### src/rtl/chain_dma_pkg.sv
package chain_dma_pkg;
  localparam int PTR_W   = 19;
  localparam int PHASE_W = 3;
  localparam logic [PHASE_W-1:0] PH_LINK = 3'd4;

  typedef enum logic [1:0] {S_IDLE, S_FETCH, S_XFER, S_WORD} dma_state_e;
  typedef enum logic [1:0] {F_INDEX, F_MODIF, F_COUNT, F_LINK} desc_field_e;

  // address of the descriptor word read in a given fetch phase (top-down)
  function automatic logic [PTR_W-1:0] fetch_addr(input logic [PTR_W-1:0] tail,
                                                  input logic [PHASE_W-1:0] ph);
    return tail - PTR_W'(ph);
  endfunction

  // buffer index after one word
  function automatic logic [PTR_W-1:0] next_index(input logic [PTR_W-1:0] idx,
                                                  input logic [PTR_W-1:0] mdf);
    return idx + mdf;
  endfunction
endpackage

### src/rtl/chain_dma_desc.sv
module chain_dma_desc
  import chain_dma_pkg::*;
#(
  parameter int DW = 32,
  parameter int CW = 16
) (
  input  logic             clk,
  input  logic             rst_n,
  input  logic             cap_en,
  input  desc_field_e      cap_field,
  input  logic [DW-1:0]    cap_data,
  input  logic             step,
  output logic [PTR_W-1:0] index,
  output logic [PTR_W-1:0] modif,
  output logic [PTR_W-1:0] link,
  output logic [CW-1:0]    count,
  output logic             count_zero,
  output logic             count_last
);
  logic unused_hi;
  assign unused_hi = ^cap_data[DW-1:PTR_W];

  always_ff @(posedge clk) begin
    if (!rst_n) begin
      index <= '0;
      modif <= '0;
      link  <= '0;
      count <= '0;
    end else if (cap_en) begin
      case (cap_field)
        F_INDEX: index <= cap_data[PTR_W-1:0];
        F_MODIF: modif <= cap_data[PTR_W-1:0];
        F_COUNT: count <= cap_data[CW-1:0];
        default: link  <= cap_data[PTR_W-1:0];
      endcase
    end else if (step) begin
      index <= next_index(index, modif);
      count <= count - 1'b1;
    end
  end

  assign count_zero = (count == '0);
  assign count_last = (count == CW'(1));

  // every word consumes exactly one count and one modifier step
  a_r4_count_step: assert property (@(posedge clk) disable iff (!rst_n)
    step |=> count == CW'($past(count) - 1'b1));
  a_r4_index_step: assert property (@(posedge clk) disable iff (!rst_n)
    step |=> index == PTR_W'($past(index) + $past(modif)));
endmodule

### src/rtl/chain_dma_seq.sv
module chain_dma_seq
  import chain_dma_pkg::*;
(
  input  logic               clk,
  input  logic               rst_n,
  input  logic               dma_en,
  input  logic               chain_en,
  input  logic               cp_wr,
  input  logic [PTR_W-1:0]   cp_ptr,
  input  logic               port_req,
  input  logic [PTR_W-1:0]   link_rd,
  input  logic [PTR_W-1:0]   link,
  input  logic               count_zero,
  input  logic               count_last,
  output dma_state_e         state,
  output logic [PHASE_W-1:0] phase,
  output logic [PTR_W-1:0]   tail,
  output logic               done
);
  logic start, at_link, word_end, link_ok_fetch, link_ok_word;

  assign start         = (state == S_IDLE) && cp_wr && dma_en && chain_en;
  assign at_link       = (state == S_FETCH) && (phase == PH_LINK);
  assign word_end      = (state == S_WORD) && count_last;
  assign link_ok_fetch = chain_en && (link_rd != '0);
  assign link_ok_word  = chain_en && (link != '0);

  always_ff @(posedge clk) begin
    if (!rst_n) begin
      state <= S_IDLE;
      phase <= '0;
      tail  <= '0;
      done  <= 1'b0;
    end else begin
      done <= 1'b0;
      case (state)
        S_IDLE: if (start) begin
          tail  <= cp_ptr;
          phase <= '0;
          state <= S_FETCH;
        end
        S_FETCH: if (!at_link) begin
          phase <= phase + 1'b1;
        end else if (!count_zero) begin
          state <= S_XFER;
        end else if (link_ok_fetch) begin
          tail  <= link_rd;
          phase <= '0;
        end else begin
          state <= S_IDLE;
          done  <= 1'b1;
        end
        S_XFER: if (!dma_en) state <= S_IDLE;
                else if (port_req) state <= S_WORD;
        default: if (!word_end) begin
          state <= S_XFER;
        end else if (link_ok_word) begin
          tail  <= link;
          phase <= '0;
          state <= S_FETCH;
        end else begin
          state <= S_IDLE;
          done  <= 1'b1;
        end
      endcase
    end
  end

  // completion is a single-cycle pulse
  a_r8_done_single: assert property (@(posedge clk) disable iff (!rst_n)
    done |=> !done);
endmodule

### src/rtl/chain_dma.sv
module chain_dma
  import chain_dma_pkg::*;
#(
  parameter int DW = 32,
  parameter int CW = 16
) (
  input  logic             clk,
  input  logic             rst_n,
  input  logic             dma_en,
  input  logic             chain_en,
  input  logic             xmit,
  input  logic             cp_wr,
  input  logic [DW-1:0]    cp_wdata,
  output logic             mem_req,
  output logic             mem_we,
  output logic [PTR_W-1:0] mem_addr,
  output logic [DW-1:0]    mem_wdata,
  input  logic [DW-1:0]    mem_rdata,
  input  logic             port_req,
  output logic             port_ack,
  input  logic [DW-1:0]    port_rxdata,
  output logic [DW-1:0]    port_txdata,
  output logic             done
);
  dma_state_e         state;
  logic [PHASE_W-1:0] phase;
  logic [PTR_W-1:0]   tail, index, modif, link;
  logic [CW-1:0]      count;
  logic               count_zero, count_last;
  logic               fetching, fetch_rd, word_take, cap_en, step;
  desc_field_e        cap_field;
  logic               unused_cp;

  assign unused_cp = ^cp_wdata[DW-1:PTR_W];

  chain_dma_seq i_seq (
    .clk, .rst_n, .dma_en, .chain_en, .cp_wr,
    .cp_ptr     (cp_wdata[PTR_W-1:0]),
    .port_req,
    .link_rd    (mem_rdata[PTR_W-1:0]),
    .link, .count_zero, .count_last,
    .state, .phase, .tail, .done
  );

  chain_dma_desc #(.DW(DW), .CW(CW)) i_desc (
    .clk, .rst_n, .cap_en, .cap_field,
    .cap_data (mem_rdata),
    .step, .index, .modif, .link, .count, .count_zero, .count_last
  );

  // named events
  assign fetching  = (state == S_FETCH);
  assign fetch_rd  = fetching && (phase != PH_LINK);
  assign word_take = (state == S_XFER) && dma_en && port_req;
  assign cap_en    = fetching && (phase != '0);
  assign cap_field = desc_field_e'(2'(phase - 1'b1));
  assign step      = (state == S_WORD);

  assign mem_req     = fetch_rd || word_take;
  assign mem_we      = word_take && !xmit;
  assign mem_addr    = fetching ? fetch_addr(tail, phase) : index;
  assign mem_wdata   = port_rxdata;
  assign port_ack    = step;
  assign port_txdata = mem_rdata;

  // acknowledge is one cycle and follows a held request
  a_r6_ack_pulse: assert property (@(posedge clk) disable iff (!rst_n)
    port_ack |=> !port_ack);
  a_r6_ack_after_req: assert property (@(posedge clk) disable iff (!rst_n)
    port_ack |-> $past(port_req));
  // descriptor words are read on descending addresses, back to back
  a_r3_fetch_descends: assert property (@(posedge clk) disable iff (!rst_n)
    (fetch_rd && phase != '0) |-> mem_addr == PTR_W'($past(mem_addr) - 1'b1));
  // completion cycle carries no memory or port activity
  a_r8_done_quiet: assert property (@(posedge clk) disable iff (!rst_n)
    done |-> (!mem_req && !port_ack));
endmodule

### config.mk
export PLATFORM = sky130hd
export DESIGN_NAME = chain_dma
export DESIGN_NICKNAME = d
export VERILOG_FILES = /design/src/rtl/chain_dma_pkg.sv /design/src/rtl/chain_dma_desc.sv /design/src/rtl/chain_dma_seq.sv /design/src/rtl/chain_dma.sv
export SDC_FILE = /design/constraint.sdc
export NUM_CORES = 1
export LEC_CHECK = 0
export BUFFER_PORTS_ARGS = -buffer_cell sky130_fd_sc_hd__buf_4
export CORE_UTILIZATION = 54
export CTS_CLUSTER_SIZE = 12
export DETAILED_ROUTE_END_ITERATION = 16
export GPL_TIMING_DRIVEN = 0
export PLACE_DENSITY = 0.82
export SLEW_MARGIN = 25
export SYNTH_ARGS = -nofsm -noshare
export SYNTH_HDL_FRONTEND = slang
export SYNTH_SLANG_ARGS = --single-unit
### constraint.sdc
create_clock -name clk -period 2.5 [get_ports clk]
set_clock_uncertainty 0.05 [all_clocks]
set_input_delay 0.125 -clock clk [delete_from_list [all_inputs] [get_ports clk]]
set_output_delay 0.125 -clock clk [all_outputs]
set_load 0.02 [all_outputs]
Word-level counts from Yosys, hierarchy flattened
Index checks and enable logic that the tools add are counted.
- word-level logic and storage cells: 101
- input port bits: 103
- bits in registers: 98
- muxes and demuxes: 36
- add/subtract/negate cells: 5
- equal/unequal tests: 18
- bitwise operators: 2
- reductions and logical operators: 32
- operator list (operator ; count):
    2-to-1 mux 19 bit ; 10
    case mux 19 bit (3 select lines) ; 1
    2-to-1 mux 16 bit ; 3
    nonzero test 19 bit ; 2
    adder 19 bit ; 1
    subtractor 19 x 3 -> 19 bit ; 1
    2-to-1 mux 3 bit ; 6
    == test 16 x 1 -> 1 bit (second input constant) ; 1
    logical NOT 16 bit ; 1
    subtractor 16 x 1 -> 16 bit (second input constant) ; 1
    2-to-1 mux 2 bit ; 7
    logical AND 1 bit ; 12
    != test 2 x 1 -> 1 bit (second input constant) ; 6
    != test 3 bit (second input constant) ; 4
    case mux 3 bit (3 select lines) ; 1
    nonzero test 3 bit ; 3
    AND reduction 2 bit ; 4
    AND reduction 7 bit ; 1
    == test 2 bit (second input constant) ; 3
    2-to-1 mux 1 bit ; 6
    case mux 2 bit (3 select lines) ; 1
    AND reduction 6 bit ; 1
    == test 2 x 1 -> 1 bit (second input constant) ; 2
    logical NOT 2 bit ; 2
    12 further kinds ; 13

Logic depth before layout (Yosys ltp)
Gate-level depths: netlist of run 1.
- word-level depth: 6
- gate-level depth with buffers: 10
- depth with buffers taken out: 10

Hierarchy
From an unflattened synthesis of run 1, not the netlist that was laid out.
- cell total of the unflattened synthesis: 937
- area total of the unflattened synthesis: 6905.4 µm²
- by module, submodules not included (module ; instances ; cells an instance ; area an instance (µm²)):
    chain_dma_desc ; 1 ; 545 ; 4111.4
    chain_dma_seq ; 1 ; 218 ; 1649.1
    chain_dma ; 1 ; 174 ; 1144.8

Worst setup path after synthesis of run 1
No wires, ideal clock.
- path kind: reg2out
- start: register i_seq.phase[0]
- end: output port mem_addr[14]
- arrival: 2.513 ns
- slack: -0.188 ns
- path buffers: 0
- stages on the path, launching flop included: 10
- data required time: 2.325 ns
- path through: dfxtp_1 > ha_1 > inv_1 > fa_1 > a21o_1 > nor4_1 > and2_1 > nor2b_1 > xnor2_1 > o21ai_0
- cells in the longest elaborated chain, start to end: 2
- RTL lines (what ; RTL line ; RTL):
    from (decl) ; chain_dma_seq.sv:16 ; output logic [PHASE_W-1:0] phase,
    from (signal assigned) ; chain_dma_seq.sv:43 ; phase <= phase + 1'b1;
    subtractor 19 x 3 -> 19 bit ; chain_dma_pkg.sv:12 ; return tail - PTR_W'(ph);
    2-to-1 mux 19 bit ; chain_dma.sv:61 ; assign mem_addr = fetching ? fetch_addr(tail, phase) : index;
    to (decl) ; chain_dma.sv:16 ; output logic [PTR_W-1:0] mem_addr,
Every way passes these cells.

Worst setup path in the final report of run 1
- start: register i_seq.phase[1]
- end: output port mem_addr[9]
Same word-level chain as after synthesis.

==> results of run 1 <==
## cell type report
class,count,area (sq um)
buffer,115,753
clock buffer,10,239
clock inverter,6,65.1
fill,1015,3500
inverter,17,66.3
multi-input combinational,698,4320
sequential,98,1980
tap,168,210
timing repair buffer,144,1080
## routing by layer
metal	vias up	GRT usage, %	part of all wire, %
li1	3528	-	-
met1	3448	46.5	40
met2	492	53.0	44
met3	89	10.2	12
met4	0	16.4	4.3
met5	-	0	0
## state kept, by name, summed over array words and instances (netlist names)
name	count
i_desc.index	19
i_desc.link	19
i_desc.modif	19
i_seq.tail	19
i_desc.count	16
i_seq.phase	3
i_seq.state	2
i_seq.done	1
## worst paths after layout
kind	start	endpoint	slack (ns)	cells after the start
hold reg to reg	i_desc.modif[16]	i_desc.modif[16]	0.41	2
setup / recovery	i_seq.phase[1]	mem_addr[9]	-0.13	9
hold / removal	mem_rdata[7]	i_desc.modif[7]	0.02	3
setup reg to reg	i_seq.state[0]	i_seq.state[0]	0.06	8
## cells in the final DEF (no fill, tap or decap), drive strengths merged, types with 4 or more instances in the layout
cell type	instances
nand2b	9
a21o	10
o211ai	7
and2	4
inv	18
nor2b	7
nand4	8
xnor2	16
xor2	9
or3	16
a211oi	11
buf	211
a31oi	4
a311oi	5
mux2i	38
clkbuf	56
o21ai	78
ha	28
a21oi	81
nor2	50
nand2	198
dfxtp	98
nor4	15
a2111oi	4
nor3	18
o21a	4
nand3	25
## worst register-to-register path, stage by stage, from the launching register on
cell and delay [ns]:
dfxtp_1 0.36, buf_6 0.18, nand2_1 0.23, inv_1 0.28, clkbuf_1 0.56, nand3_1 0.19, o21ai_0 0.22, a21oi_1 0.06
nor4_1 0.20
## timing repair
item,in CTS,in global routing
resized for setup,45,35
buffers inserted,11,3
endpoints found under the setup margin,49,57
gates cloned,0,0
pin swaps,16,13
## metrics by stage
| stage | setup WS, ns | cells | utilization [%] |
|---|---|---|---|
| 3_3_place_gp | -0.222 | 1228 | 66.2 |
| 3_5_place_dp | -0.252 | 1228 | 66.2 |
| 6_report | -0.125 | 1256 | 71.4 |
| 2_1_floorplan | 0.0718 | 930 | - |
| 5_1_grt | -0.199 | 1256 | 71.4 |
| 4_1_cts | -0.0991 | 1254 | 70.3 |
## cells by family after synthesis
group / Yosys count
and+or+nand+nor: 368
buffers and inverters: 134
DFF: 98
xor gates and xnor gates: 25
AOI/OAI and AO/OA: 235
muxes: 40
adders and majority gates: 30
## report_power, final
group          internal (uW)  switching (uW)  leakage [uW]  total, uW
sequential              1580            34.3      0.000795       1620
combinational            373             427       0.00267        800
clock                    805             650      0.000149       1460
total                   2760            1110       0.00361       3870
==> out/qor.csv, run 1 <==
metric,value,unit
status,"finished, violations left",
failing checks,setup timing,
clock transition at the registers of the reported paths,0.07,ns
Num CTS Buffers,9,
RSZ-0062 raised after global routing,yes,
Final Total Pwr,3870,uW
initial core utilization,56.4,%
clock sink count,98,
die width,115,um
Final Hold Fails,0,
"Clk Latency, worst-skew pair",0.36,ns
num ports,190,
layout cells sized above 1,27.4,%
"top cells by count, synth","nand2_1, dfxtp_1, a21oi_1",
CP Launch Type,flip-flop,
YS warnings,0,
most instantiated library cell after synthesis,nand2_1,
Post-Synth Adder-Cell Area,5.67,%
largest family of logic cells by synthesized area,simple AND/OR/NAND/NOR gates,
family with the most delay on the worst path,simple AND/OR/NAND/NOR gates,
Routed WL,23300,um
Buffers & Inverters on Critical Path,2,
GRT Overall Usage,35.2,%
XOR/XNOR share of the synthesized area,3.18,%
Critical Path AT,2.45,ns
Post-synth ARST share,0,%
first-pass GRT wire length,35400,um
port bufs,130,
Post-Syn Area,0.00689,sq mm
clock buffer depth,2,
post-route ant nets,0,
PD cells,444,mW/mm^2
DRC,0,
largest cells by area after synthesis,"dfxtp_1, nand2_1, buf_4",
H-Tree Depth,3,
post-synthesis cell type count,70,
average wire per standard cell,18.5,um
Final setup viols,10,
core area,0.0122,sq mm
min-delay worst type,input pin to flip-flop,
vias in the first global route,6737,
total grt overflow,0,
max capacitance violation total,0,
ant diodes,0,
area grow syn2layout,26.5,%
endpoint type of the worst setup path,output port,
Die Y,115,um
max incr delay on CP,0.56,ns
vias,7557,
DP Area,0.00808,sq mm
post-synthesis mux area share,5.85,%
Iter 0 DRT Violations,967,
DPL Wire Length,16800,um
Max Slew Vio Count,0,
dominant synthesized flop cell,dfxtp_1,
post-cts hold buffer count,0,
measured slew at the worst slew-check pin,0.710,ns
Pleak,0.00361,uW
min cycle time layout,2.63,ns
die area,0.0132,sq mm
crit path max fanout,5,
CP max-delay cell,or4_4,
Fin Setup TNS,-0.678,ns
number of flops mapped to enable cells by yosys,0,
routability congestion estimate,0.960,
Synth Area in Simple Gates,24.5,%
clk root buf,clkbuf_16,
final net count,1216,
post-synthesis sequential area ratio,28.5,%
Slew HR,52.7,%
# rows,40,
top-area cell type share of the netlist area,28.5,%
PnR worst setup slack,-0.125,ns
part of the cycle the worst path needs,105,%
Mapped Cells,930,
initial antenna violation count,0,
Synth area leader,dfxtp_1,
worst vdd ir,0.353,mV
WP data required,2.33,ns
final instance area,0.00871,sq mm
final hold slack,0.0184,ns
WS Path Type,flip-flop to output port,
Seq cells post-synth,98,
Most common cell on crit path,o21ai_2,
Synth Net Count,1063,
CTS tree,built,
crit path cell chain,inv_4 > ha_4 > nor2b_4 > o21ai_2 > nand3b_1 > or4_4 > xor2_2 > o21ai_2 > buf_6,
Via-to-Cell Ratio,6.02,
syn avg cell area,7.41,sq um
largest net degree at the start of global routing,20,
DR pass1 iterations,7,
Max Clk Rate,381,MHz
post-synthesis compound-gate area fraction,20.5,%
No activity file was read; power rests on OpenSTA's default activity.
==> run 2, diff against run 1 <==
BUFFER_PORTS_ARGS = unset   (was -buffer_cell sky130_fd_sc_hd__buf_4)
DONT_BUFFER_PORTS = 1   (was unset)
PLACE_DENSITY = 0.69   (was 0.82)
==> run 2 against run 1 <==
Net effect: the run still ends with setup timing left; wire length increased by 8.3%; non-clock buffer count fell by 110; hold slack lost 0.014 ns; clock-buffer cell count up 2; total power fell by 3.2%; flip-flop and latch count did not move; critical path depth fell by 3; largest cell class unchanged; highest routed layer unchanged.
==> out/qor.csv, run 2 (synthesized netlist as in run 1, its figures left out) <==
metric,value,unit
fillers,1123,
initial antenna violation count,1,
R2R setup slack,0.10,ns
area grow syn2layout,17.5,%
final hold slack,0.00466,ns
initial core utilization,56.4,%
CTS tree,built,
Fin Setup TNS,-0.612,ns
"Clk Latency, worst-skew pair",0.36,ns
crit path max fanout,6,
DRC,0,
post-route ant nets,0,
failing checks,setup timing,
DP Area,0.00711,sq mm
routability congestion estimate,0.998,
worst reg2reg path depth,9,
measured slew at the worst slew-check pin,0.954,ns
vias in the first global route,6559,
"Core Util, Final",66.3,%
Routed WL,25200,um
Num CTS Buffers,9,
worst vdd ir,0.466,mV
average wire per standard cell,22.0,um
Max Clk Rate,380,MHz
CP Launch Type,flip-flop,
first-pass GRT wire length,36800,um
DR pass1 iterations,5,
reg-to-reg startpoint,i_desc.index[0],
Via-to-Cell Ratio,6.36,
FF-to-FF End,i_desc.index[16],
clock buffer depth,2,
die area,0.0132,sq mm
clock transition at the registers of the reported paths,0.07,ns
crit path cell chain,or4_4 > nor4_2 > nand4b_1 > buf_4 > xor2_1 > o21ai_2,
"most common cell after layout, fill and taps aside",nand2_1,
WS Path Type,flip-flop to output port,
status,"finished, violations left",
Final setup viols,10,
DPL Wire Length,17400,um
Final Hold Fails,0,
PnR worst setup slack,-0.130,ns
hold depth,2,
final instance area,0.00809,sq mm
clock sink count,98,
PD cells,463,mW/mm^2
min-delay worst type,input pin to flip-flop,
RSZ-0062 raised after global routing,yes,
H-Tree Depth,3,
Multi-input gate area,0.00448,sq mm
# rows,40,
Critical Path AT,2.46,ns
final net count,1106,
clk root buf,clkbuf_16,
GRT Overall Usage,37.3,%
Pleak,0.00309,uW
largest net degree at the start of global routing,16,
part of the cycle the worst path needs,105,%
layout cells sized above 1,18.2,%
WP data required,2.33,ns
total grt overflow,0,
Slew HR,36.4,%
max incr delay on CP,0.61,ns
max capacitance violation total,0,
most frequent cells in the layout,"nand2_1, dfxtp_1, a21oi_1, buf_4, o21ai_0",
min cycle time layout,2.63,ns
vias,7296,
Hold Path Origin,port_req,
die width,115,um
endpoint type of the worst setup path,output port,
Iter 0 DRT Violations,574,
CP max-delay cell,or4_4,
num ports,190,
Reg area,0.00197,sq mm
core area,0.0122,sq mm
hold path endpoint,i_seq.state[0],
Max Slew Vio Count,0,
Die Y,115,um
Critical path origin,i_seq.tail[6],
port bufs,0,
run 2: cell types whose count changed in the layout (fill, tap and decap cells not counted), sizes merged:
cell	delta
buf	-130
dlygate4sd3	+21
clkbuf	+1
clkinv	-1
diode	+1
inv	-1
run 2: where the power goes:
part	internal (uW)	leakage (uW)	switching, uW
clock network	805	0.000143	632
logic	288	0.00215	403
registers	1580	0.000794	36.8
total	2680	0.00309	1070
run 2: worst max-delay path, delay by kind of cell (launching register included):
family,cells,cell delay (ns)
flip-flops,1,0.38
XOR/XNOR,1,0.15
AO/OA/AOI/OAI,1,0.25
buffers and inverters,1,0.23
AND/OR/NAND/NOR,3,1.09
run 2: per-stage QoR:
| stage | setup WS [ns] | total power [uW] | cells |
|---|---|---|---|
| 6_report | -0.130 | 3750 | 1147 |
| 5_1_grt | -0.232 | 3850 | 1146 |
| 4_1_cts | -0.139 | 3670 | 1139 |
| 3_5_place_dp | -0.289 | 2150 | 1098 |
| 3_3_place_gp | -0.212 | 2140 | 1098 |
| 2_1_floorplan | 0.0718 | 2060 | 930 |
run 2: cell type report:
class | instances | share of cell area, %
multi-input cells | 698 | 55.3
flip-flops and latches | 98 | 24.4
plain buffers | 115 | 9.31
repair buffers | 34 | 3.85
clock buffers | 12 | 3.05
well taps | 168 | 2.60
inverters | 17 | 0.850
clock inverters | 4 | 0.634
diodes | 1 | 0.0309
run 2: repair_timing:
item / in CTS / in global routing
setup endpoints to repair: 51 / 60
buffers inserted: 4 / 10
hold buffers: 21 / 0
gates resized for setup: 58 / 55
hold endpoints to repair: 56 / 0
pin swaps: 10 / 19
run 2: worst max-delay path by stage:
stage | end | slack (ns) | cells after the start
after floorplan | mem_addr[9] | 0.07 | 8
after global placement | mem_addr[18] | -0.21 | 9
final | mem_addr[13] | -0.13 | 6
after detailed placement | mem_addr[9] | -0.29 | 8
after CTS | mem_addr[10] | -0.14 | 11
after global routing | mem_addr[15] | -0.23 | 6
run 2: per-layer routing:
metal / vias up / GRT usage [%] / routed length, um
li1: 3297 / - / -
met1: 3442 / 48.0 / 10000
met2: 479 / 57.6 / 11100
met3: 78 / 11.6 / 2940
met4: 0 / 15.8 / 1120
met5: - / 0 / 0
==> run 3, diff against run 2 <==
HOLD_SLACK_MARGIN = 0.06   (was unset)
==> run 3 against run 2 <==
Net effect: sequential power about the same; critical path depth did not move; the flow still finishes with violations (setup timing); wire length is 0.46% lower; first-iteration DRC count up 24%; largest cell class unchanged; die area did not move; highest routed layer unchanged; critical endpoint unchanged; register-to-register slack hardly changed; utilization rose by 0.062 points; critical path type unchanged; clock-buffer cell count unchanged; largest power group unchanged; non-clock buffer count grew 1.
==> out/qor.csv, run 3 (synthesized netlist as in run 1, its figures left out) <==
metric,value,unit
layout cells sized above 1,18.2,%
average wire per standard cell,21.9,um
hold depth,4,
Num CTS Buffers,9,
area grow syn2layout,17.6,%
clock buffer depth,2,
final net count,1107,
total grt overflow,0,
CP max-delay cell,or4_4,
Via-to-Cell Ratio,6.33,
initial antenna violation count,0,
port bufs,0,
Slew HR,36.4,%
Fin Setup TNS,-0.738,ns
vias in the first global route,6575,
Die Y,115,um
most frequent cells in the layout,"nand2_1, dfxtp_1, a21oi_1, buf_4, o21ai_0",
core area,0.0122,sq mm
failing checks,setup timing,
num ports,190,
PnR worst setup slack,-0.164,ns
"most common cell after layout, fill and taps aside",nand2_1,
Final Total Pwr,3750,uW
Routed WL,25100,um
final hold slack,0.0595,ns
WS Path Type,flip-flop to output port,
H-Tree Depth,3,
endpoint type of the worst setup path,output port,
DRC,0,
routability congestion estimate,0.998,
die width,115,um
crit path cell chain,or4_4 > nor4_2 > nand4b_1 > buf_4 > xor2_1 > o21ai_2,
Critical Path AT,2.49,ns
Pleak,0.00309,uW
Max Clk Rate,375,MHz
"Clk Latency, worst-skew pair",0.36,ns
ant diodes,0,
"Core Util, Final",66.3,%
CTS tree,built,
max incr delay on CP,0.61,ns
status,"finished, violations left",
worst reg2reg path depth,9,
measured slew at the worst slew-check pin,0.953,ns
clk root buf,clkbuf_16,
Max Slew Vio Count,0,
Final setup viols,11,
DR pass1 iterations,8,
initial core utilization,56.4,%
die area,0.0132,sq mm
largest net degree at the start of global routing,16,
min-delay worst type,input pin to flip-flop,
WP data required,2.33,ns
Buffers & Inverters on Critical Path,1,
clock transition at the registers of the reported paths,0.06,ns
pre-CTS WS,-0.289,ns
crit path max fanout,6,
R2R setup slack,0.11,ns
Iter 0 DRT Violations,711,
part of the cycle the worst path needs,107,%
min cycle time layout,2.66,ns
RSZ-0062 raised after global routing,yes,
Final Hold Fails,0,
CP Launch Type,flip-flop,
family with the most delay on the worst path,simple AND/OR/NAND/NOR gates,
DPL Wire Length,17400,um
worst vdd ir,0.460,mV
first-pass GRT wire length,36900,um
PD cells,463,mW/mm^2
clock sink count,98,
CP Depth,6,
vias,7255,
max capacitance violation total,0,
GRT Overall Usage,37.3,%
post-route ant nets,0,
# rows,40,
==> run 3: changes by cell type in the layout (fill, tap and decap cells not counted) <==
cell	delta
dlygate4sd3_1	+1
diode_2	-1
clkbuf_2	-1
buf_2	+1
==> run 3: stage by stage <==
| stage | cell area [sq um] | cells |
|---|---|---|
| 6_report | 8100 | 1147 |
| 5_1_grt | 8100 | 1147 |
| 4_1_cts | 7840 | 1140 |
| 3_5_place_dp | 7110 | 1098 |
| 3_3_place_gp | 7110 | 1098 |
| 2_1_floorplan | 6900 | 930 |
==> run 3: repair_timing <==
action                                  4_1_cts  5_1_grt
hold endpoints to repair                     61        0
gates cloned                                  0        0
hold buffers                                 22        0
endpoints found under the setup margin       51       60
gates resized for setup                      58       56
pin swaps                                    10       19
buffers inserted                              4       10
==> run 3: final timing paths <==
path / start / endpoint
hold / removal: mem_rdata[8] / i_desc.count[8]
hold reg to reg: i_desc.modif[13] / i_desc.modif[13]
setup / recovery: i_seq.tail[6] / mem_addr[13]
setup reg to reg: i_desc.index[0] / i_desc.index[16]
==> run 3: worst register-to-register path, cell delays in order (launching register included) <==
cell      delay, ns
dfxtp_1        0.37
ha_1           0.20
inv_1          0.06
fa_1           0.40
nand2b_4       0.19
a21oi_4        0.19
o21ai_2        0.13
a211oi_1       0.24
mux2_2         0.37
a21oi_1        0.14
==> run 3: layout make-up <==
cell class              count  area, sq um
multi-input cells         698         4480
clock inverters             4         51.3
repair buffers             35          322
inverters                  17         68.8
flip-flops and latches     98         1970
clock buffers              12          246
fillers                  1121         4110
well taps                 168          210
plain buffers             115          753
==> run 3: routing by layer <==
layer,GRT usage (%),up-vias,part of all wire (%),wire [um]
met4,16.8,0,4.9,1220
met3,12.2,88,12,3130
met2,57.1,488,43,10900
met1,47.7,3389,39,9880
met5,0,-,0,0
li1,-,3290,-,-
==> run 3: where the power goes <==
| part | internal [uW] | total (uW) | switching [uW] |
|---|---|---|---|
| combinational | 289 | 695 | 407 |
| sequential | 1580 | 1620 | 36.8 |
| clock | 805 | 1440 | 631 |
